$ cat src/rtl/adcfmt_pkg.sv
package adcfmt_pkg;
   typedef enum logic [1:0] {
      PD_FLOAT = 2'b00,
      PD_LOW   = 2'b01,
      PD_RSV2  = 2'b10,
      PD_RSV3  = 2'b11
   } pd_mode_e;
   localparam int NUM_CH = 2;
endpackage

$ cat src/rtl/adcfmt_ramp.sv
module adcfmt_ramp #(
   parameter int DW = 8
) (
   input  logic          clk,
   input  logic          rst_n,
   input  logic          run,
   output logic [DW-1:0] value
);
   localparam logic [DW-1:0] STEP = {{(DW-1){1'b0}}, 1'b1};

   always_ff @(posedge clk) begin
      if (!rst_n || !run)
         value <= '0;
      else
         value <= value + STEP;
   end
endmodule

$ cat src/rtl/adcfmt_avg.sv
module adcfmt_avg #(
   parameter int DW = 8
) (
   input  logic [DW-1:0] a,
   input  logic [DW-1:0] b,
   output logic [DW-1:0] mean
);
   localparam int SW = DW + 1;
   logic [SW-1:0] sum;

   assign sum  = {1'b0, a} + {1'b0, b};
   assign mean = sum[SW-1:1];
endmodule

$ cat src/rtl/adcfmt_lane.sv
module adcfmt_lane #(
   parameter int DW = 8
) (
   input  logic [DW-1:0] din,
   input  logic          twos,
   input  logic          rev,
   output logic [DW-1:0] dout
);
   logic [DW-1:0] coded;
   logic [DW-1:0] mirrored;

   assign coded = {din[DW-1] ^ twos, din[DW-2:0]};

   for (genvar i = 0; i < DW; i++) begin : g_mirror
      assign mirrored[i] = coded[DW-1-i];
   end

   assign dout = rev ? mirrored : coded;
endmodule

$ cat src/rtl/dual_adc_fmt.sv
module dual_adc_fmt
   import adcfmt_pkg::*;
#(
   parameter int DW = 8
) (
   input  logic          clk,
   input  logic          rst_n,
   input  logic [DW-1:0] a_data,
   input  logic          a_ovr,
   input  logic [DW-1:0] b_data,
   input  logic          b_ovr,
   input  logic          cfg_test,
   input  logic          cfg_avg,
   input  logic          cfg_twos,
   input  logic          cfg_rev,
   input  logic          cfg_pd,
   input  logic [1:0]    cfg_pd_mode,
   output logic [DW-1:0] a_out,
   output logic          a_out_ovr,
   output logic          a_out_oe,
   output logic [DW-1:0] b_out,
   output logic          b_out_ovr,
   output logic          b_out_oe
);
   if (DW < 2) begin : g_bad_width
      $error("dual_adc_fmt: DW must be at least 2");
   end

   logic [DW-1:0] ramp_val;
   logic [DW-1:0] mean_val;
   logic [DW-1:0] live  [NUM_CH];
   logic          lovr  [NUM_CH];
   logic [DW-1:0] d_q   [NUM_CH];
   logic          ovr_q [NUM_CH];
   logic          oe_q  [NUM_CH];
   logic          hold_low;

   assign live[0] = a_data;
   assign live[1] = b_data;
   assign lovr[0] = a_ovr;
   assign lovr[1] = b_ovr;
   assign hold_low = (pd_mode_e'(cfg_pd_mode) == PD_LOW);

   adcfmt_ramp #(.DW(DW)) u_ramp (
      .clk   (clk),
      .rst_n (rst_n),
      .run   (cfg_test),
      .value (ramp_val)
   );

   adcfmt_avg #(.DW(DW)) u_avg (
      .a    (a_data),
      .b    (b_data),
      .mean (mean_val)
   );

   for (genvar ch = 0; ch < NUM_CH; ch++) begin : g_ch
      logic [DW-1:0] src;
      logic          src_ovr;
      logic [DW-1:0] fmt;

      always_comb begin
         if (cfg_test) begin
            src     = ramp_val;
            src_ovr = 1'b0;
         end else if (cfg_avg) begin
            src     = mean_val;
            src_ovr = a_ovr | b_ovr;
         end else begin
            src     = live[ch];
            src_ovr = lovr[ch];
         end
      end

      adcfmt_lane #(.DW(DW)) u_lane (
         .din  (src),
         .twos (cfg_twos),
         .rev  (cfg_rev),
         .dout (fmt)
      );

      always_ff @(posedge clk) begin
         if (!rst_n) begin
            d_q[ch]   <= '0;
            ovr_q[ch] <= 1'b0;
            oe_q[ch]  <= 1'b0;
         end else if (cfg_pd) begin
            d_q[ch]   <= '0;
            ovr_q[ch] <= 1'b0;
            oe_q[ch]  <= hold_low;
         end else begin
            d_q[ch]   <= fmt;
            ovr_q[ch] <= src_ovr;
            oe_q[ch]  <= 1'b1;
         end
      end
   end

   assign a_out     = d_q[0];
   assign a_out_ovr = ovr_q[0];
   assign a_out_oe  = oe_q[0];
   assign b_out     = d_q[1];
   assign b_out_ovr = ovr_q[1];
   assign b_out_oe  = oe_q[1];
endmodule

$ cat config.mk
export PLATFORM = sky130hd
export DESIGN_NAME = dual_adc_fmt
export DESIGN_NICKNAME = d
export VERILOG_FILES = /design/src/rtl/adcfmt_pkg.sv /design/src/rtl/adcfmt_ramp.sv /design/src/rtl/adcfmt_avg.sv /design/src/rtl/adcfmt_lane.sv /design/src/rtl/dual_adc_fmt.sv
export SDC_FILE = /design/constraint.sdc
export NUM_CORES = 1
export LEC_CHECK = 0
export CAP_MARGIN = 20
export CORE_ASPECT_RATIO = 1.4
export CORE_MARGIN = 4
export CORE_UTILIZATION = 45
export CTS_CLUSTER_DIAMETER = 60
export DETAILED_ROUTE_END_ITERATION = 6
export DONT_BUFFER_PORTS = 1
export PLACE_DENSITY_LB_ADDON = 0.2
export SLEW_MARGIN = 40
export SYNTH_ARGS = -nofsm -noshare
export SYNTH_HDL_FRONTEND = slang
export SYNTH_HIERARCHICAL = 1
export SYNTH_SLANG_ARGS = --single-unit
$ cat constraint.sdc
create_clock -name clk -period 3.4 [get_ports clk]
set_clock_uncertainty 0.15 [all_clocks]
set_input_delay 0.51 -clock clk [delete_from_list [all_inputs] [get_ports clk]]
set_output_delay 0.51 -clock clk [all_outputs]
set_load 0.01 [all_outputs]
==> metrics.md, run 1 <==
| Metric | Value |
|---|---|
| Status | complete, no violations |
| Std-Cell Rows | 28 |
| Max_cap viols | 0 |
| First-pass DRT Iterations | 4 |
| Sequential fraction of the synthesis area | 37.0% |
| Critical path fanouts, max | 3 |
| Power, Total | 0.000777 W |
| Die X | 64.4 um |
| Post-synthesis cell type count | 38 |
| Post-cts hold buffer count | 0 |
| Remaining DRCs | 0 |
| Setup bufs post-CTS | 0 |
| H-Tree Level Count | 1 |
| HP Start | cfg_test |
| Critical path arrival | 2.30 ns |
| Ys Warns | 6 |
| Final worst-path cycle share | 71.2% |
| Root Driver | clkbuf_8 |
| Placed Area | 2080 sq um |
| Synth Area in Compound Gates | 16.3% |
| HP Class | input pin to flop |
| Simple-gate area share of the yosys netlist | 22.3% |
| Total Routing Usage GR | 13.9% |
| Critical R2R Launch | u_ramp/value[3]$_SDFF_PP0_ |
| Clock Path Buffers | 2 |
| Final wirelength | between 3000 and 4000 um |
| Post-Synth XOR/XNOR Area | 3.94% |
| Pwr dens | 361 nW/um^2 |
| I/O pin count | 47 |
| Top FF cell, synth | edfxtp_1 |
| Mux cell area share after synthesis | 10.5% |
| Layout Nets | roughly 250 |
| Initial drt markers | 43 |
| Mean post-synth cell area | approximately 10 sq um |
| Worst vdd ir | 0.179 mV |
| RSZ-0062 raised after global routing | false |
| Post-Route Setup TNS | 0 ns |
| Async set or reset register ratio after synthesis | 0% |
| Hold_ws | 0.145 ns |
| Setup ws final | 0.980 ns |
| Hold Path Sink | ovr_q[1]$_DFF_P_ |
| CTS tree | built |
| Post-CTS Resized | 0 |
| Antenna viol nets, final | 0 |
| Via count | 1,381 |
| Core area | 4270 sq um |
| # diodes | 0 |
| WP data required | about 3.3 ns |
| Max Freq | 413 MHz |
| Antenna violations before repair | 0 |
| Initial cell density of the core | 46.8% |
| Main combinational cell family by area after synthesis | simple AND/OR/NAND/NOR gates |
| Clk pin slew, worst setup/hold paths | 0.09 ns |
| FF-to-FF setup slack | ~1.9 ns |
| Placed wire-length estimate | 3110 um |
| Vias in the first global route | 1,384 |
| Leakage power | between 0.8 and 0.9 nW |
| Placer Congestion | 0.890 |
| Die Area | roughly 5600 sq um |
| Final setup violation count | 0 |
| Min cycle time layout | 2.42 ns |
| Reg2Reg Depth | 4 |
| EDFF count, synth | 18 |
| Hold Vio Cnt, Final | 0 |
| Global-route wire length before repair | between 6000 and 7000 um |
| Number of clock buffers inserted by TritonCTS | 3 |
| Grt ovf | 0 |
| Netlist Area Pre-Place | around 2000 sq um |
| Synth Area in Adders | 6.00% |
| Largest net degree at the start of global routing | 27 |
| Worst skew pair latency | 0.27 ns |
| Kind of critical path | input pin to flop |
| Setup crit end kind | flop |
| Fraction of layout cells with a size suffix above 1 | 16.1% |
| Critical path launch point type | input pin |
| Die Y-Extent | 86.9 um |
| Worst slack, placed | 0.660 ns |
| Routed length per instance | between 10 and 15 um |
| WHS Path Cells | 1 |
| FF-to-FF End | d_q[1][3]$_SDFFCE_PN0P_ |
| Clock Sink Count | 28 |
| Number of port buffers | 0 |
| Cell count after synthesis | approximately 200 |
| Synthesized flop and latch total | 28 |
| Max Slew Vio Count | 0 |
| Area grow syn2layout | 7.37% |
| Via/cell ratio | 5.10 |
| Final Cell Area | 2150 sq um |
layer usage:
| layer | GRT usage, % | vias to the layer above | wire (um) |
|---|---|---|---|
| li1 | - | 706 | - |
| met1 | 14.9 | 639 | 1420 |
| met2 | 26.2 | 30 | 1940 |
| met3 | 3.62 | 6 | 213 |
| met4 | 4.23 | 0 | 54 |
| met5 | 0 | - | 0 |
cell usage in the layout (no fill, tap or decap), drive strengths merged:
cell type	instances
a2111oi	1
a21boi	2
a21o	2
a21oi	36
a221oi	1
a311o	2
and2	17
and3	1
clkbuf	4
conb	18
dfxtp	10
edfxtp	18
fa	1
ha	8
inv	5
mux2	12
mux2i	3
nand2	6
nand2b	17
nand3	4
nand4	2
nor2	8
nor2b	11
nor3	2
nor3b	2
nor4	1
o21ai	4
o21bai	1
or3	3
xnor2	5
xor2	4
worst max path at each step:
stage,from,to,slack [ns]
after floorplan,a_data[4],d_q[0][6]$_SDFFCE_PN0P_,0.82
after global placement,a_data[4],d_q[0][6]$_SDFFCE_PN0P_,0.71
after detailed placement,a_data[0],d_q[0][5]$_SDFFCE_PN0P_,0.66
after CTS,a_data[0],d_q[1][7]$_SDFFCE_PN0P_,0.96
after global routing,a_data[0],d_q[1][0]$_SDFFCE_PN0P_,0.73
final,a_data[0],d_q[0][0]$_SDFFCE_PN0P_,0.98
worst max-delay path, cell delays in order:
cell and delay, ns:
and2_1 0.14, fa_1 0.40, a21oi_1 0.22, nor2_1 0.06
nor2_1 0.16, o21ai_1 0.12, a21oi_2 0.16, a21oi_1 0.11
xnor2_1 0.19, a21oi_1 0.09, and2_1 0.14
layout make-up:
| type | instances | area, sq um |
|---|---|---|
| Multi-Input combinational cell | 174 | 1250 |
| Tap cell | 60 | 75.1 |
| Clock buffer | 4 | 66.3 |
| Sequential cell | 28 | 741 |
| Fill cell | 448 | 2120 |
| Inverter | 5 | 18.8 |
power breakdown:
group	switching, W	total [W]	internal [W]
Clock	0.0000975	0.000225	0.000128
Sequential	0.0000140	0.000394	0.000380
Combinational	0.0000744	0.000157	0.0000830
sequential cells by signal, summed over array words and instances, names as in the netlist:
signal and flops:
d_q 16, u_ramp/value 8, oe_q 2, ovr_q 2
cell usage after synthesis, types with 2 or more instances:
cell type	n	share of area, %
a21oi_1	24	6.0
buf_6	4	2.2
and2_1	17	5.3
nand2_1	6	1.1
mux2i_1	3	1.5
mux2_4	12	9.0
or3_1	3	0.94
a21boi_0	2	0.75
nor2b_1	10	3.1
nor2_1	8	1.5
xnor2_1	5	2.2
xor2_1	4	1.7
o21ai_0	3	0.75
inv_1	4	0.75
a311o_1	2	1.0
a21oi_2	12	5.2
nand4_1	2	0.62
nand2b_1	17	5.3
dfxtp_1	10	10
nand3_1	3	0.75
nor3_1	2	0.50
a21o_1	2	0.75
ha_1	8	5.0
nor3b_2	2	1.2
edfxtp_1	18	27
per-stage QoR:
| stage | util [%] | cells |
|---|---|---|
| after floorplan | - | 213 |
| after global placement | 48.7 | 267 |
| after detailed placement | 48.7 | 267 |
| after CTS | 50.3 | 271 |
| after global routing | 50.3 | 271 |
| final | 50.3 | 271 |
cell families after synthesis:
logic type | count (synthesis)
simple gates | 74
compound gates | 49
flops | 28
mux | 15
buf+inv | 11
fa+ha+maj | 9
xor+xnor | 9
other cells | 1
Note: power is estimated with default switching activity, not from simulation.
==> inputs of run 2 (changes only) <==
- clock period: 3.4 -> 2.2 ns (I/O delays scaled with it)
==> run 2 against run 1 <==
Effect of this change:
- wire length grew 14%
- largest cell class unchanged
- critical path depth shrank 2
- die area is the same
- total power grew 63%
- critical endpoint is now d_q[1][4]$_SDFFCE_PN0P_
- clock power grew 59%
- global-route usage grew 1.6 points
- utilization grew 4.5 points
- design area grew 9.0%
- flip-flop and latch count is the same
- worst setup slack lost 0.91 ns
- register-to-register slack lost 1.2 ns
==> metrics.md, run 2 (synthesized netlist as in run 1, its figures left out) <==
| Metric | Value |
|---|---|
| Std-Cell Rows | 28 |
| HP Class | input pin to flop |
| Leakage power | 0.920 nW |
| Number of clock buffers inserted by TritonCTS | 3 |
| Clock Sink Count | 28 |
| Remaining DRCs | 0 |
| Max_cap viols | 0 |
| Largest Register | d_q |
| Setup crit end kind | flop |
| Critical path launch point type | input pin |
| Core area | 4270 sq um |
| Final setup violation count | 0 |
| WP data required | 2.09 ns |
| Final wirelength | roughly 4100 um |
| Placed wire-length estimate | 3360 um |
| Root Driver | clkbuf_8 |
| Pwr dens | 540 nW/um^2 |
| Number of port buffers | 0 |
| Clk pin slew, worst setup/hold paths | approximately 0.10 ns |
| Fraction of layout cells with a size suffix above 1 | 26.5% |
| I/O pin count | 47 |
| Placer Congestion | 0.797 |
| Status | complete, no violations |
| Max Freq | ~470 MHz |
| Kind of critical path | input pin to flop |
| Power, Total | about 0.0013 W |
| Die X | around 64 um |
| Routed length per instance | between 10 and 15 um |
| RSZ-0062 raised after global routing | true |
| Vias in the first global route | 1,518 |
| H-Tree Level Count | 1 |
| Layout Nets | 263 |
| Max Slew Vio Count | 0 |
| Antenna violations before repair | 0 |
| Initial drt markers | 48 |
| Global-route wire length before repair | 6820 um |
| CTS tree | built |
| Die Y-Extent | 86.9 um |
| Post-Route Setup TNS | 0 ns |
| Die Area | 5600 sq um |
| Antenna viol nets, final | 0 |
| Via count | 1,449 |
| Via/cell ratio | 5.07 |
| Worst vdd ir | 0.210 mV |
| Area grow syn2layout | 17.0% |
| Critical path fanouts, max | 3 |
| Grt ovf | 0 |
| Critical path arrival | slightly above 2 ns |
| Initial cell density of the core | 46.8% |
| Final worst-path cycle share | 96.9% |
| Clock Path Buffers | 2 |
| Most common cell after layout, fill and taps aside | a21oi_2 |
| Worst skew pair latency | 0.27 ns |
| Hold Vio Cnt, Final | 0 |
| First-pass DRT Iterations | 4 |
| Total Routing Usage GR | between 10% and 20% |
| FF-to-FF setup slack | 0.69 ns |
| # diodes | 0 |
| Min cycle time layout | 2.13 ns |
| Commonest cells after routing, fill and taps aside | a21oi_2, edfxtp_1, conb_1 |
| Max reg flops | 16 |
| Biggest regs | d_q: 16 flops, u_ramp/value: 8 flops |
| Largest net degree at the start of global routing | 27 |
[run 2: cell types whose count changed in the layout (fill, tap and decap cells not counted), sizes merged]
cell,before,now
dlygate4sd3,0,2
buf,0,13
[run 2: critical path: stages]
cell and delay, ns:
ha_1 0.27, nand4_1 0.18, a21oi_2 0.21, nor4_1 0.06
a311o_1 0.33, a21oi_2 0.14, a21oi_1 0.10, mux2_4 0.27
and2_1 0.13
[run 2: layout make-up]
cell class                 count  area (sq um)
sequential                    28           741
inverter                       5          18.8
clock buffer                   4          66.3
timing repair buffer          15           118
multi-input combinational    174          1320
tap                           60          75.1
fill                         393          1930
[run 2: metal layers]
metal  share of wire [%]  wire length [um]  global-route usage, %
met5                   0                 0                      0
met4                0.78                32                   5.77
met3                 7.0               288                   4.78
met2                  54              2210                   29.0
met1                  39              1600                   15.9
[run 2: final timing paths]
| kind | startpoint | endpoint | cells past startpoint |
|---|---|---|---|
| setup / recovery | a_data[1] | d_q[1][4]$_SDFFCE_PN0P_ | 9 |
| hold / removal | rst_n | oe_q[1]$_DFF_P_ | 1 |
| setup reg to reg | u_ramp/value[7]$_SDFF_PP0_ | d_q[0][7]$_SDFFCE_PN0P_ | 5 |
| hold reg to reg | u_ramp/value[0]$_SDFF_PP0_ | u_ramp/value[0]$_SDFF_PP0_ | 1 |
[run 2: through the flow]
step / worst slack [ns] / cells / cell area, sq um / hold WS, ns / utilization (%)
after CTS: 0.0632 / 285 / 2330 / 0.0394 / 54.4
after global routing: -0.0321 / 286 / 2340 / 0.0373 / 54.8
after floorplan: -0.0717 / 213 / 2130 / 0.286 / -
after detailed placement: -0.228 / 279 / 2240 / 0.257 / 52.4
final: 0.0685 / 286 / 2340 / 0.0446 / 54.8
after global placement: -0.254 / 279 / 2240 / 0.257 / 52.4
[run 2: what timing repair did]
action                                 in CTS  in global routing
hold buffers                                2                  0
resized for setup                           0                  2
buffers inserted                            0                  1
setup endpoints to repair                   0                  7
endpoints found under the hold margin       2                  0
[run 2: power by group]
part,switching (W),internal (W)
clock network,0.000159,0.000198
logic,0.000132,0.000167
registers,0.0000215,0.000587
==> inputs of run 3 (changes only) <==
- RECOVER_POWER: default -> 25
==> run 3 against run 2 <==
Effect of this change:
- cell count stayed put
- sequential share of layout area is 0.14 points higher
- via count is 0.83% lower
- design area is 0.43% lower
- wire length stayed put
- count of clock-buffer cells in the layout stayed put
- fmax is 0.66% higher
- critical path type unchanged
- critical endpoint unchanged
==> metrics.md, run 3 (synthesized netlist as in run 1, its figures left out) <==
| Metric | Value |
|---|---|
| Status | complete, no violations |
| Largest net degree at the start of global routing | 27 |
| Commonest cells after routing, fill and taps aside | a21oi_2, edfxtp_1, conb_1 |
| Clock Sink Count | 28 |
| Global-route wire length before repair | 6820 um |
| Antenna violations before repair | 0 |
| Number of clock buffers inserted by TritonCTS | 3 |
| Antenna viol nets, final | 0 |
| HP Class | input pin to flop |
| Flop pwr share | 48.2% |
| Largest Register | d_q |
| Core area | 4270 sq um |
| Final Util | 54.6% |
| Max Freq | 472 MHz |
| Remaining DRCs | 0 |
| Gate power share | 23.6% |
| Critical path launch point type | input pin |
| WP data required | 2.09 ns |
| First-pass DRT Iterations | 4 |
| Clock share of power | 28.2% |
| Worst vdd ir | 0.209 mV |
| Worst skew pair latency | 0.27 ns |
| Placed wire-length estimate | 3360 um |
| Initial drt markers | 38 |
| Number of port buffers | 0 |
| I/O pin count | 47 |
| Pwr dens | 541 nW/um^2 |
| Min cycle time layout | 2.12 ns |
| Power, Total | 0.00126 W |
| Max_cap viols | 0 |
| H-Tree Level Count | 1 |
| Die Y-Extent | 86.9 um |
| Biggest regs | d_q: 16 flops, u_ramp/value: 8 flops |
| Root Driver | clkbuf_8 |
| Die Area | 5600 sq um |
| Critical path fanouts, max | 3 |
| Critical path arrival | 2.01 ns |
| Fraction of layout cells with a size suffix above 1 | 25.7% |
| Vias in the first global route | 1,518 |
| Area grow syn2layout | 16.5% |
| Kind of critical path | input pin to flop |
| Int Pwr | about 0.00095 W |
| Placed Area | roughly 2200 sq um |
| Grt ovf | 0 |
| Clock Path Buffers | 2 |
| # diodes | 0 |
| RSZ-0062 raised after global routing | true |
| Routed length per instance | between 10 and 15 um |
| Placer Congestion | ~0.80 |
| Final setup violation count | 0 |
| Most common cell after layout, fill and taps aside | a21oi_2 |
| Final worst-path cycle share | 96.2% |
| Std-Cell Rows | 28 |
| Setup crit end kind | flop |
| Max Slew Vio Count | 0 |
| Sw frac | 24.6% |
| Clk pin slew, worst setup/hold paths | around 0.1 ns |
| CTS tree | built |
| Sw Pwr | around 0.00031 W |
| Layout Nets | between 200 and 300 |
| Final Cell Area | 2330 sq um |
| Final wirelength | 4130 um |
| Max reg flops | 16 |
| Via count | around 1,400 |
| Leakage power | 0.918 nW |
| Initial cell density of the core | 46.8% |
| Via/cell ratio | 5.02 |
| Die X | ~64 um |
| Total Routing Usage GR | 15.5% |
| Hold Vio Cnt, Final | 0 |
-- run 3: final timing paths --
check,from,to,slack (ns),cells after the start
worst max-delay path,a_data[1],d_q[1][4]$_SDFFCE_PN0P_,0.08,9
worst min-delay path,rst_n,oe_q[1]$_DFF_P_,0.04,1
worst max register to register,u_ramp/value[7]$_SDFF_PP0_,d_q[1][7]$_SDFFCE_PN0P_,0.69,5
worst min register to register,u_ramp/value[0]$_SDFF_PP0_,u_ramp/value[0]$_SDFF_PP0_,0.33,1
-- run 3: through the flow --
| stage | hold WS (ns) | setup TNS [ns] | cells | setup WS, ns |
|---|---|---|---|---|
| 2_1_floorplan | 0.286 | -0.713 | 213 | -0.0717 |
| 3_3_place_gp | 0.257 | -2.96 | 279 | -0.254 |
| 3_5_place_dp | 0.257 | -3.01 | 279 | -0.228 |
| 4_1_cts | 0.0394 | 0 | 285 | 0.0632 |
| 5_1_grt | 0.0373 | -0.128 | 286 | -0.0321 |
| 6_report | 0.0447 | 0 | 286 | 0.0825 |
-- run 3: power by group through the flow --
stage / Clock [W] / Combinational [W] / Sequential [W]
finish: 0.000356 / 0.000298 / 0.000609
CTS: 0.000366 / 0.000294 / 0.000610
global placement: 0 / 0.000283 / 0.000622
floorplan: 0 / 0.000250 / 0.000618
global route: 0.000396 / 0.000331 / 0.000611
detailed placement: 0 / 0.000288 / 0.000623
-- run 3: what timing repair did --
action / 4_1_cts / 5_1_grt
endpoints found under the hold margin: 2 / 0
buffers inserted: 0 / 1
setup endpoints to repair: 0 / 7
hold buffers: 2 / 0
gates resized for setup: 0 / 2
-- run 3: cell type report --
cell class              instances  area, sq um
flip-flops and latches         28          741
repair buffers                 15          118
clock buffers                   4         66.3
inverters                       5         18.8
fillers                       395         1940
multi-input cells             174         1310
well taps                      60         75.1
-- run 3: metal layers --
| layer | vias up | wire (um) | global-route usage, % |
|---|---|---|---|
| met1 | 670 | 1610 | 15.9 |
| li1 | 737 | - | - |
| met2 | 28 | 2210 | 29.0 |
| met5 | - | 0 | 0 |
| met3 | 2 | 278 | 4.78 |
| met4 | 0 | 33 | 5.77 |
-- run 3: worst max-delay path, cell delays in order --
cell     delay [ns]
ha_1           0.27
nand4_1        0.18
a21oi_2        0.20
nor4_1         0.06
a311o_1        0.33
a21oi_2        0.14
a21oi_1        0.10
mux2_4         0.27
and2_1         0.13
